===== config.mk =====
export PLATFORM = sky130hd
export DESIGN_NAME = tmr_channel
export DESIGN_NICKNAME = d
export VERILOG_FILES = /design/src/rtl/tmr_pkg.sv /design/src/rtl/tmr_sync.sv /design/src/rtl/tmr_ctrl.sv /design/src/rtl/tmr_core.sv /design/src/rtl/tmr_channel.sv
export SDC_FILE = /design/constraint.sdc
export NUM_CORES = 1
export LEC_CHECK = 0
export BUFFER_PORTS_ARGS = -buffer_cell sky130_fd_sc_hd__buf_2
export CAP_MARGIN = 20
export CORE_MARGIN = 2
export CORE_UTILIZATION = 35
export CTS_CLUSTER_SIZE = 24
export DETAILED_ROUTE_END_ITERATION = 16
export PLACE_DENSITY = 0.65
export SYNTH_ARGS = -nofsm -noshare
export SYNTH_HDL_FRONTEND = slang
export SYNTH_HIERARCHICAL = 1
export SYNTH_SLANG_ARGS = --single-unit

===== constraint.sdc =====
create_clock -name clk -period 2.46 [get_ports clk]
set_input_delay 0.369 -clock clk [delete_from_list [all_inputs] [get_ports clk]]
set_output_delay 0.369 -clock clk [all_outputs]
set_load 0.01 [all_outputs]

===== src/rtl/tmr_pkg.sv =====
package tmr_pkg;

    typedef enum logic [2:0] {
        M_TERM    = 3'd0,
        M_ONESHOT = 3'd1,
        M_RATE    = 3'd2,
        M_SQUARE  = 3'd3,
        M_SWSTB   = 3'd4,
        M_HWSTB   = 3'd5
    } tmr_mode_e;

    // codes 6 and 7 fold onto the rate and square modes
    function automatic tmr_mode_e decode_mode(input logic [2:0] code);
        case (code)
            3'd0:    return M_TERM;
            3'd1:    return M_ONESHOT;
            3'd2:    return M_RATE;
            3'd3:    return M_SQUARE;
            3'd4:    return M_SWSTB;
            3'd5:    return M_HWSTB;
            3'd6:    return M_RATE;
            default: return M_SQUARE;
        endcase
    endfunction

    function automatic logic gate_starts(input tmr_mode_e m);
        return (m == M_ONESHOT) || (m == M_RATE) || (m == M_SQUARE) || (m == M_HWSTB);
    endfunction

    function automatic logic load_starts(input tmr_mode_e m);
        return !((m == M_ONESHOT) || (m == M_HWSTB));
    endfunction

    function automatic logic gate_pauses(input tmr_mode_e m);
        return (m == M_TERM) || (m == M_RATE) || (m == M_SQUARE) || (m == M_SWSTB);
    endfunction

    function automatic logic is_periodic(input tmr_mode_e m);
        return (m == M_RATE) || (m == M_SQUARE);
    endfunction

    function automatic logic is_strobe(input tmr_mode_e m);
        return (m == M_SWSTB) || (m == M_HWSTB);
    endfunction

    typedef struct packed {
        logic level;
        logic rise;
        logic fall;
    } tmr_edges_t;

endpackage


===== src/rtl/tmr_sync.sv =====
module tmr_sync
    import tmr_pkg::*;
#(
    parameter int STAGES = 2
) (
    input  logic       clk,
    input  logic       rst,
    input  logic       raw,
    output tmr_edges_t edges
);
    logic [STAGES-1:0] sh_q;
    logic              prev_q;

    always_ff @(posedge clk) begin
        if (rst) begin
            sh_q   <= '0;
            prev_q <= 1'b0;
        end else begin
            sh_q   <= {sh_q[STAGES-2:0], raw};
            prev_q <= sh_q[STAGES-1];
        end
    end

    always_comb begin
        edges.level = sh_q[STAGES-1];
        edges.rise  = sh_q[STAGES-1] & ~prev_q;
        edges.fall  = ~sh_q[STAGES-1] & prev_q;
    end

    // a falling edge is a single-cycle event
    a_r2_fall_single: assert property (@(posedge clk) disable iff (rst)
        edges.fall |=> !edges.fall);

endmodule


===== src/rtl/tmr_ctrl.sv =====
module tmr_ctrl
    import tmr_pkg::*;
#(
    parameter int W = 16
) (
    input  logic         clk,
    input  logic         rst,
    input  logic         prog_stb,
    input  tmr_mode_e    prog_mode,
    input  logic         load_stb,
    input  logic [W-1:0] load_val,
    input  logic         gate_rise,
    input  logic         tick,
    output tmr_mode_e    mode_q,
    output logic [W-1:0] reload_q,
    output logic         err_q,
    output logic         pend_q
);
    logic illegal;
    logic start;

    always_comb begin
        illegal = load_stb && is_periodic(mode_q) && (load_val == W'(1));
        start   = (load_stb && !illegal && load_starts(mode_q)) ||
                  (gate_rise && gate_starts(mode_q));
    end

    always_ff @(posedge clk) begin
        if (rst) begin
            mode_q   <= M_TERM;
            reload_q <= '0;
            err_q    <= 1'b0;
            pend_q   <= 1'b0;
        end else if (prog_stb) begin
            mode_q   <= prog_mode;
            reload_q <= '0;
            err_q    <= 1'b0;
            pend_q   <= 1'b0;
        end else begin
            if (load_stb) begin
                if (illegal) begin
                    err_q <= 1'b1;
                end else begin
                    reload_q <= load_val;
                    err_q    <= 1'b0;
                end
            end
            if (start)
                pend_q <= 1'b1;
            else if (tick)
                pend_q <= 1'b0;
        end
    end

    // the flag rises only after a rejected load
    a_r7_err_cause: assert property (@(posedge clk) disable iff (rst)
        $rose(err_q) |-> $past(load_stb && load_val == W'(1) && is_periodic(mode_q)));

    // a rejected load leaves the reload value alone
    a_r7_reload_kept: assert property (@(posedge clk) disable iff (rst)
        (illegal && !prog_stb) |=> $stable(reload_q));

endmodule


===== src/rtl/tmr_core.sv =====
module tmr_core
    import tmr_pkg::*;
#(
    parameter int W = 16
) (
    input  logic         clk,
    input  logic         rst,
    input  logic         prog_stb,
    input  tmr_mode_e    prog_mode,
    input  tmr_mode_e    mode,
    input  logic [W-1:0] reload,
    input  logic         pend,
    input  logic         tick,
    input  logic         gate_lvl,
    output logic [W-1:0] cnt_q,
    output logic         out_q
);
    logic         run_q;
    logic         armed_q;
    logic [W-1:0] eff_reload;
    logic [W-1:0] step_cnt;
    logic         step_out;
    logic         step_arm;
    logic         may_step;

    always_comb begin
        eff_reload = (mode == M_SQUARE) ? {reload[W-1:1], 1'b0} : reload;
        may_step   = run_q && (gate_lvl || !gate_pauses(mode));
        step_cnt   = cnt_q - W'(1);
        step_out   = out_q;
        step_arm   = armed_q;
        case (mode)
            M_TERM, M_ONESHOT: begin
                if (step_cnt == '0)
                    step_out = 1'b1;
            end
            M_RATE: begin
                if (cnt_q == W'(1))
                    step_cnt = reload;
                step_out = (step_cnt != W'(1));
            end
            M_SQUARE: begin
                if (cnt_q == W'(2)) begin
                    step_cnt = eff_reload;
                    step_out = ~out_q;
                end else begin
                    step_cnt = cnt_q - W'(2);
                end
            end
            default: begin
                if (armed_q && step_cnt == '0) begin
                    step_out = 1'b0;
                    step_arm = 1'b0;
                end else begin
                    step_out = 1'b1;
                end
            end
        endcase
    end

    always_ff @(posedge clk) begin
        if (rst) begin
            cnt_q   <= '0;
            out_q   <= 1'b0;
            run_q   <= 1'b0;
            armed_q <= 1'b0;
        end else if (prog_stb) begin
            cnt_q   <= '0;
            out_q   <= (prog_mode != M_TERM);
            run_q   <= 1'b0;
            armed_q <= 1'b0;
        end else if (tick) begin
            if (pend) begin
                cnt_q   <= eff_reload;
                run_q   <= 1'b1;
                out_q   <= !((mode == M_TERM) || (mode == M_ONESHOT));
                armed_q <= is_strobe(mode);
            end else if (may_step) begin
                cnt_q   <= step_cnt;
                out_q   <= step_out;
                armed_q <= step_arm;
            end
        end
    end

    // the count only moves on a count-clock edge or a program strobe
    a_r2_hold: assert property (@(posedge clk) disable iff (rst)
        (!tick && !prog_stb) |=> $stable(cnt_q));

    // a low output in rate mode only at count one
    a_r5_low_at_one: assert property (@(posedge clk) disable iff (rst)
        (mode == M_RATE && !out_q) |-> (cnt_q == W'(1)));

    // square mode only ever holds even counts
    a_r6_even: assert property (@(posedge clk) disable iff (rst)
        (mode == M_SQUARE) |-> !cnt_q[0]);

    // strobe pulses sit at count zero
    a_r8_pulse_at_zero: assert property (@(posedge clk) disable iff (rst)
        (is_strobe(mode) && !out_q) |-> (cnt_q == '0));

    // once high, mode 0 output stays high until a new start
    a_r3_out_hold: assert property (@(posedge clk) disable iff (rst)
        (mode == M_TERM && out_q && !(tick && pend) && !prog_stb) |=> out_q);

endmodule


===== src/rtl/tmr_channel.sv =====
module tmr_channel
    import tmr_pkg::*;
#(
    parameter int W         = 16,
    parameter int SYNC_DEPTH = 2
) (
    input  logic         clk,
    input  logic         rst,
    input  logic         tclk_in,
    input  logic         gate_in,
    input  logic         prog_stb,
    input  logic [2:0]   mode_code,
    input  logic         load_stb,
    input  logic [W-1:0] load_val,
    output logic [W-1:0] count_o,
    output logic         out_o,
    output logic         err_o
);
    localparam int N_IN = 2;
    localparam int IDX_CLK = 0;
    localparam int IDX_GATE = 1;

    logic [N_IN-1:0] raw_in;
    tmr_edges_t      edg [N_IN];
    tmr_mode_e       mode_q;
    tmr_mode_e       prog_mode;
    logic [W-1:0]    reload_q;
    logic            pend_q;

    assign raw_in    = {gate_in, tclk_in};
    assign prog_mode = decode_mode(mode_code);

    for (genvar g = 0; g < N_IN; g++) begin : g_sync
        tmr_sync #(.STAGES(SYNC_DEPTH)) u_sync (
            .clk   (clk),
            .rst   (rst),
            .raw   (raw_in[g]),
            .edges (edg[g])
        );
    end

    tmr_ctrl #(.W(W)) u_ctrl (
        .clk       (clk),
        .rst       (rst),
        .prog_stb  (prog_stb),
        .prog_mode (prog_mode),
        .load_stb  (load_stb),
        .load_val  (load_val),
        .gate_rise (edg[IDX_GATE].rise),
        .tick      (edg[IDX_CLK].fall),
        .mode_q    (mode_q),
        .reload_q  (reload_q),
        .err_q     (err_o),
        .pend_q    (pend_q)
    );

    tmr_core #(.W(W)) u_core (
        .clk       (clk),
        .rst       (rst),
        .prog_stb  (prog_stb),
        .prog_mode (prog_mode),
        .mode      (mode_q),
        .reload    (reload_q),
        .pend      (pend_q),
        .tick      (edg[IDX_CLK].fall),
        .gate_lvl  (edg[IDX_GATE].level),
        .cnt_q     (count_o),
        .out_q     (out_o)
    );

endmodule


Word-level counts from Yosys, hierarchy flattened

Cells that the tools add are included.

Output and inout bits: 18
Register bits: 46
Bits in latches: 0
Bits of input ports: 25
RAM bits: 0
Memories kept: 0
Word-level logic and storage cells: 101
Memory bits (read-only): 0

$lt $le $gt $ge: 0
Div/mod/pow operators: 0
Add/sub/neg operators: 2
Multiply operators: 0
Bitwise gates (word level): 6
Multiplexer cells: 23
Equality and inequality tests: 17
Shift-type cells: 0
Reduce and logical (&&, ||, !) cells: 41

Operators with widths:

| operator                                            | count |
|---|---|
| 2-to-1 mux 16 bit                                   | 5 |
| == test 16 x 1 -> 1 bit (second input constant)     | 2 |
| case mux 16 bit (2 select lines)                    | 1 |
| == test 16 x 2 -> 1 bit (second input constant)     | 1 |
| zero test 16 bit                                    | 1 |
| != test 16 x 1 -> 1 bit (second input constant)     | 1 |
| subtractor 16 x 1 -> 16 bit (second input constant) | 1 |
| subtractor 16 x 2 -> 16 bit (second input constant) | 1 |
| == test 3 bit (second input constant)               | 5 |
| 2-to-1 mux 1 bit                                    | 15 |
| case mux 3 bit (5 select lines)                     | 1 |
| logical OR 1 bit                                    | 12 |
| == test 3 x 2 -> 1 bit (second input constant)      | 3 |
| AND reduction 4 bit                                 | 2 |
| nonzero test 2 bit                                  | 4 |
| logical AND 1 bit                                   | 7 |
| == test 3 x 1 -> 1 bit (second input constant)      | 2 |
| zero test 3 bit                                     | 2 |
| AND reduction 2 bit                                 | 3 |
| nonzero test 3 bit                                  | 2 |
| OR reduction 2 bit                                  | 3 |
| zero test 1 bit                                     | 4 |
| != test 4 x 3 -> 1 bit (second input constant)      | 1 |
| != test 4 bit (second input constant)               | 1 |
| other kinds (5)                                     | 9 |

Longest topological paths before layout

Depth after elaboration: 11
Depth in mapped cells: 12

Modules after synthesis

The synthesis kept the hierarchy.

Modules (own cells, without submodules):

| module      | times used | sequential area each (um^2) | cells each | area an instance (um^2) |
|---|---|---|---|---|
| tmr_core    | 1          | 380.4                       | 345        | 2,343.5 |
| tmr_ctrl    | 1          | 420.4                       | 115        | 1,006.0 |
| tmr_sync    | 2          | 60.1                        | 9          | 98.8 |
| tmr_channel | 1          | 0.0                         | 3          | 13.8 |

Least setup slack after synthesis

Ideal clock, no wire load.

Kind: reg-to-reg
Start: register u_core.cnt_q[2]
End: register u_core.cnt_q[13]
Arrival time: 2.400 ns
Path slack: -0.007 ns
Cell stages (with the launch flop): 13
Setup time: 0.067 ns
Required time: 2.393 ns
Period minus slack after synthesis: 2.467 ns
Path buffers: 2
Cells stage by stage: dfxtp_1 > clkbuf_1 > inv_1 > ha_1 > nor3b_1 > buf_4 > nand3_2 > or3_1 > xor2_1 > a21oi_2 > nor3_1 > or3_1 > a21oi_2

Cells in the longest elaborated chain, start to end: 6
Elaborated cells between the ends (all ways): 10
Classes of those cells: add/sub: 2; eq/ne: 2; mux: 6

RTL lines:

| what                                                                   | RTL line                       | RTL |
|---|---|---|
| start, declared                                                        | tmr_core.sv:15                 | `output logic [W-1:0] cnt_q,` |
| start signal, assigned                                                 | tmr_core.sv:74                 | `cnt_q <= eff_reload;` |
| start signal, assigned                                                 | tmr_core.sv:79                 | `cnt_q <= step_cnt;` |
| subtractor 16 x 1 -> 16 bit or == test 16 x 1 -> 1 bit (tied branches) | tmr_core.sv:29, tmr_core.sv:38 |  |
| 2-to-1 mux 16 bit                                                      | tmr_core.sv:38                 | `if (cnt_q == W'(1))` |
| 2-to-1 mux 16 bit                                                      | tmr_core.sv:32                 | `case (mode)` |
| case mux 16 bit (2 select lines) (*)                                   | tmr_core.sv:32                 |  |
| 2-to-1 mux 16 bit (*)                                                  | tmr_core.sv:78                 | `end else if (may_step) begin` |
| 2-to-1 mux 16 bit (*)                                                  | tmr_core.sv:73                 | `if (pend) begin` |

Every way passes the cells marked *; elsewhere a longest branch is shown, timed or not. The select of a mux whose other input is x is not followed.
A chain may end at the register's enable or synchronous reset.

Worst setup path in the final report

Start: register u_core.cnt_q[1]
End: register u_core.out_q

Cells in the longest elaborated chain, start to end: 9
Elaborated cells between the ends (all ways): 17
Classes of those cells: add/sub: 1; eq/ne: 5; mux: 8; reduce/logical: 3

RTL lines:

| what                                                                   | RTL line                                       | RTL |
|---|---|---|
| subtractor 16 x 1 -> 16 bit or == test 16 x 1 -> 1 bit (tied branches) | tmr_core.sv:29, tmr_core.sv:38                 |  |
| 2-to-1 mux 16 bit or zero test 16 bit (tied branches)                  | tmr_core.sv:38, tmr_core.sv:34, tmr_core.sv:51 |  |
| 2-to-1 mux 16 bit or logical AND 1 bit (tied branches)                 | tmr_core.sv:32, tmr_core.sv:51                 |  |
| != test 16 x 1 -> 1 bit or 2-to-1 mux 1 bit (tied branches)            | tmr_core.sv:40, tmr_core.sv:51                 |  |
| case mux 1 bit (3 select lines)                                        | tmr_core.sv:32                                 |  |
| 2-to-1 mux 1 bit                                                       | tmr_core.sv:78                                 |  |
| 2-to-1 mux 1 bit                                                       | tmr_core.sv:73                                 |  |
| 2-to-1 mux 1 bit                                                       | tmr_core.sv:72                                 | `end else if (tick) begin` |
| 2-to-1 mux 1 bit                                                       | tmr_core.sv:67                                 | `end else if (prog_stb) begin` |
| end signal, assigned                                                   | tmr_core.sv:69                                 | `out_q <= (prog_mode != M_TERM);` |
| end signal, assigned                                                   | tmr_core.sv:76                                 | `out_q <= !((mode == M_TERM) \|\| (mode == M_ONESHOT));` |
| end signal, assigned                                                   | tmr_core.sv:80                                 | `out_q <= step_out;` |
| end, declared                                                          | tmr_core.sv:16                                 | `output logic out_q` |

Parallel ways exist; a longest one is shown, timed or not. The select of a mux whose other input is x is not followed.

==> qor.txt <==
R2R Path End: u_core/out_q$_SDFFE_PP0P_
Fin. Hold Viols: 0
Reg2Reg Launch Point: u_core/cnt_q[1]$_SDFFE_PP0P_
syn nets: 508
final WL: 12.8 mm
clock skew: 0.0127 ns
detailed-route DRC error count: 0
total clock sinks: 46
top layer in use: met4
Sequential Area: 922 µm²
Syn Inst Count: 478
Crit. End Element: register
DIE WIDTH: 105 µm
f_max: 0.406 GHz
Cell Rows: 36
Mapped Area: 3540 µm²
clock buffer depth: 2
routed length per instance: 18.6 µm
WHS Endpoint: g_sync[0].u_sync/sh_q[0]$_SDFF_PP0_
Met2 Routed Length: 5.59 mm
boundary pin count: 43
post-route worst setup slack: -0.00106 ns
Tcrit/Tclk final: 100%
TritonCTS clock tree: yes
outcome: finished, violations left
Worst Path Max Fanout: 5
slew margin rel.: 67.6%
Synth warnings: 6
die height: 105 µm
NumNets Final: 585
area of the core: 9820 µm²
Total GRT Usage: 23.3%
drt first pass iters: 5
post-route insts no fill: 689
vias in the first global route: 3954
Setup-failing EPs final: 1
RSZ-0062 raised after global routing: true
pwr dens: 355 nW/µm²
area of the multi-input gates: 2470 µm²
largest net degree at the start of global routing: 34
ANT cells: 0
WL met1: 5.63 mm
WHS Path Cells: 2
minimum clock period: 2.46 ns
most common cell after layout, fill and taps aside: buf_4
remaining global-route overflow: 0
Slew Viols, Final: 0
syn avg cell area: 7.41 µm²
Via density: 5.96
share of cells above drive strength 1: 29.5%
FF-to-FF setup slack: -0.001 ns
maximum vdd ir drop: 0.000209 V
GP Congestion: 1.06
Max-Cap Viols: 0
worst setup path class: reg -> reg
Post-Place Setup Slack: -0.0643 ns
Req. time, crit path: 2.72 ns
most frequent cells in the layout: buf_4, dfxtp_1, nor2_1, nand2_1, buf_2
Clock transition at path regs: 0.11 ns
Inst Count DP: 672
hold_buf cts: 0
global-route wire length before repair: 20.7 mm
DP Wirelength: 9.40 mm
FF-to-FF path depth: 11
starting DRC count in detailed routing: 488
Data arrival, critical path: 2.72 ns
clk root buf: clkbuf_8
Skew-Pair Late Insertion Delay: 0.32 ns
initial antenna violation count: 0
DR vias: 4107
Startpoint Class: register
H-tree depth: 2
# fillers: 1074
failing checks: negative setup slack
min-delay src: tclk_in
starting density of the core: 36.1%
measured slew at the worst slew-check pin: 0.486 ns
Layout area overhead: 26.0%
die area: 10900 µm²
cts bufs inserted: 5
post-route ant nets: 0
met3 WL: 1.21 mm
Port Buf Inserts: 42
worst hold path class: in -> reg
Leak: 0.00191 µW
what timing repair did:
action,in CTS,in global routing
hold endpoints to repair,0,0
endpoints found under the setup margin,2,14
pin swaps,1,11
resized for setup,3,33
setup buffers,2,7
final cells by class:
class                   count  area share [%]
clock buffers               5            1.54
clock inverters             3           0.589
inverters                  15            1.32
multi-input cells         374            55.3
flip-flops and latches     46            20.7
well taps                 133            3.73
repair buffers            113            16.8
report_power, final:
part | switching (µW) | total [µW] | internal [µW]
clock network | 329 | 541 | 212
registers | 22.5 | 786 | 764
logic | 149 | 255 | 107
critical path, stage by stage, from the launching register on:
cell	delay [ns]
dfxtp_2	0.35
inv_4	0.09
ha_4	0.14
nor3b_4	0.25
nand4_2	0.17
xnor2_2	0.22
nand3b_1	0.19
nor4_2	0.07
buf_4	0.14
or4_4	0.41
a21oi_2	0.15
mux2i_1	0.19
per-layer routing:
metal,global-route usage [%],vias to the layer above
li1,-,1895
met1,32.9,1939
met2,35.2,234
met3,4.80,39
met4,8.00,0
met5,0,-
stage by stage:
stage	instance area (µm²)	setup TNS (ns)	hold WS, ns	total power, µW	util [%]
final	4460	-0.00106	0.258	1580	45.4
after global routing	4460	-0.0635	0.259	1650	45.4
after CTS	4280	0	0.259	1580	43.6
after detailed placement	4160	-0.0696	0.429	1040	42.4
after global placement	4160	-0.0155	0.417	1040	42.4
after floorplan	3550	0	0.414	951	-
worst max-delay path by stage:
stage                                      start                   endpoint  slack, ns  cells after the start
floorplan           u_core/cnt_q[2]$_SDFFE_PP0P_  u_core/out_q$_SDFFE_PP0P_       0.04                     12
global placement    u_core/cnt_q[1]$_SDFFE_PP0P_  u_core/out_q$_SDFFE_PP0P_      -0.02                     11
detailed placement  u_core/cnt_q[1]$_SDFFE_PP0P_  u_core/out_q$_SDFFE_PP0P_      -0.06                     11
CTS                 u_core/cnt_q[8]$_SDFFE_PP0P_  u_core/out_q$_SDFFE_PP0P_      0.001                      9
global route        u_core/cnt_q[1]$_SDFFE_PP0P_  u_core/out_q$_SDFFE_PP0P_      -0.06                     11
finish              u_core/cnt_q[1]$_SDFFE_PP0P_  u_core/out_q$_SDFFE_PP0P_     -0.001                     11
registers in the layout, indices dropped and copies added, names as in the netlist:
register / count
u_ctrl/reload_q: 16
g_sync.u_sync/prev_q: 2
u_ctrl/err_q: 1
u_core/run_q: 1
u_core/cnt_q: 16
g_sync.u_sync/sh_q: 4
u_core/out_q: 1
u_ctrl/mode_q: 3
u_core/armed_q: 1
u_ctrl/pend_q: 1
No activity file was read; power rests on OpenSTA's default activity.
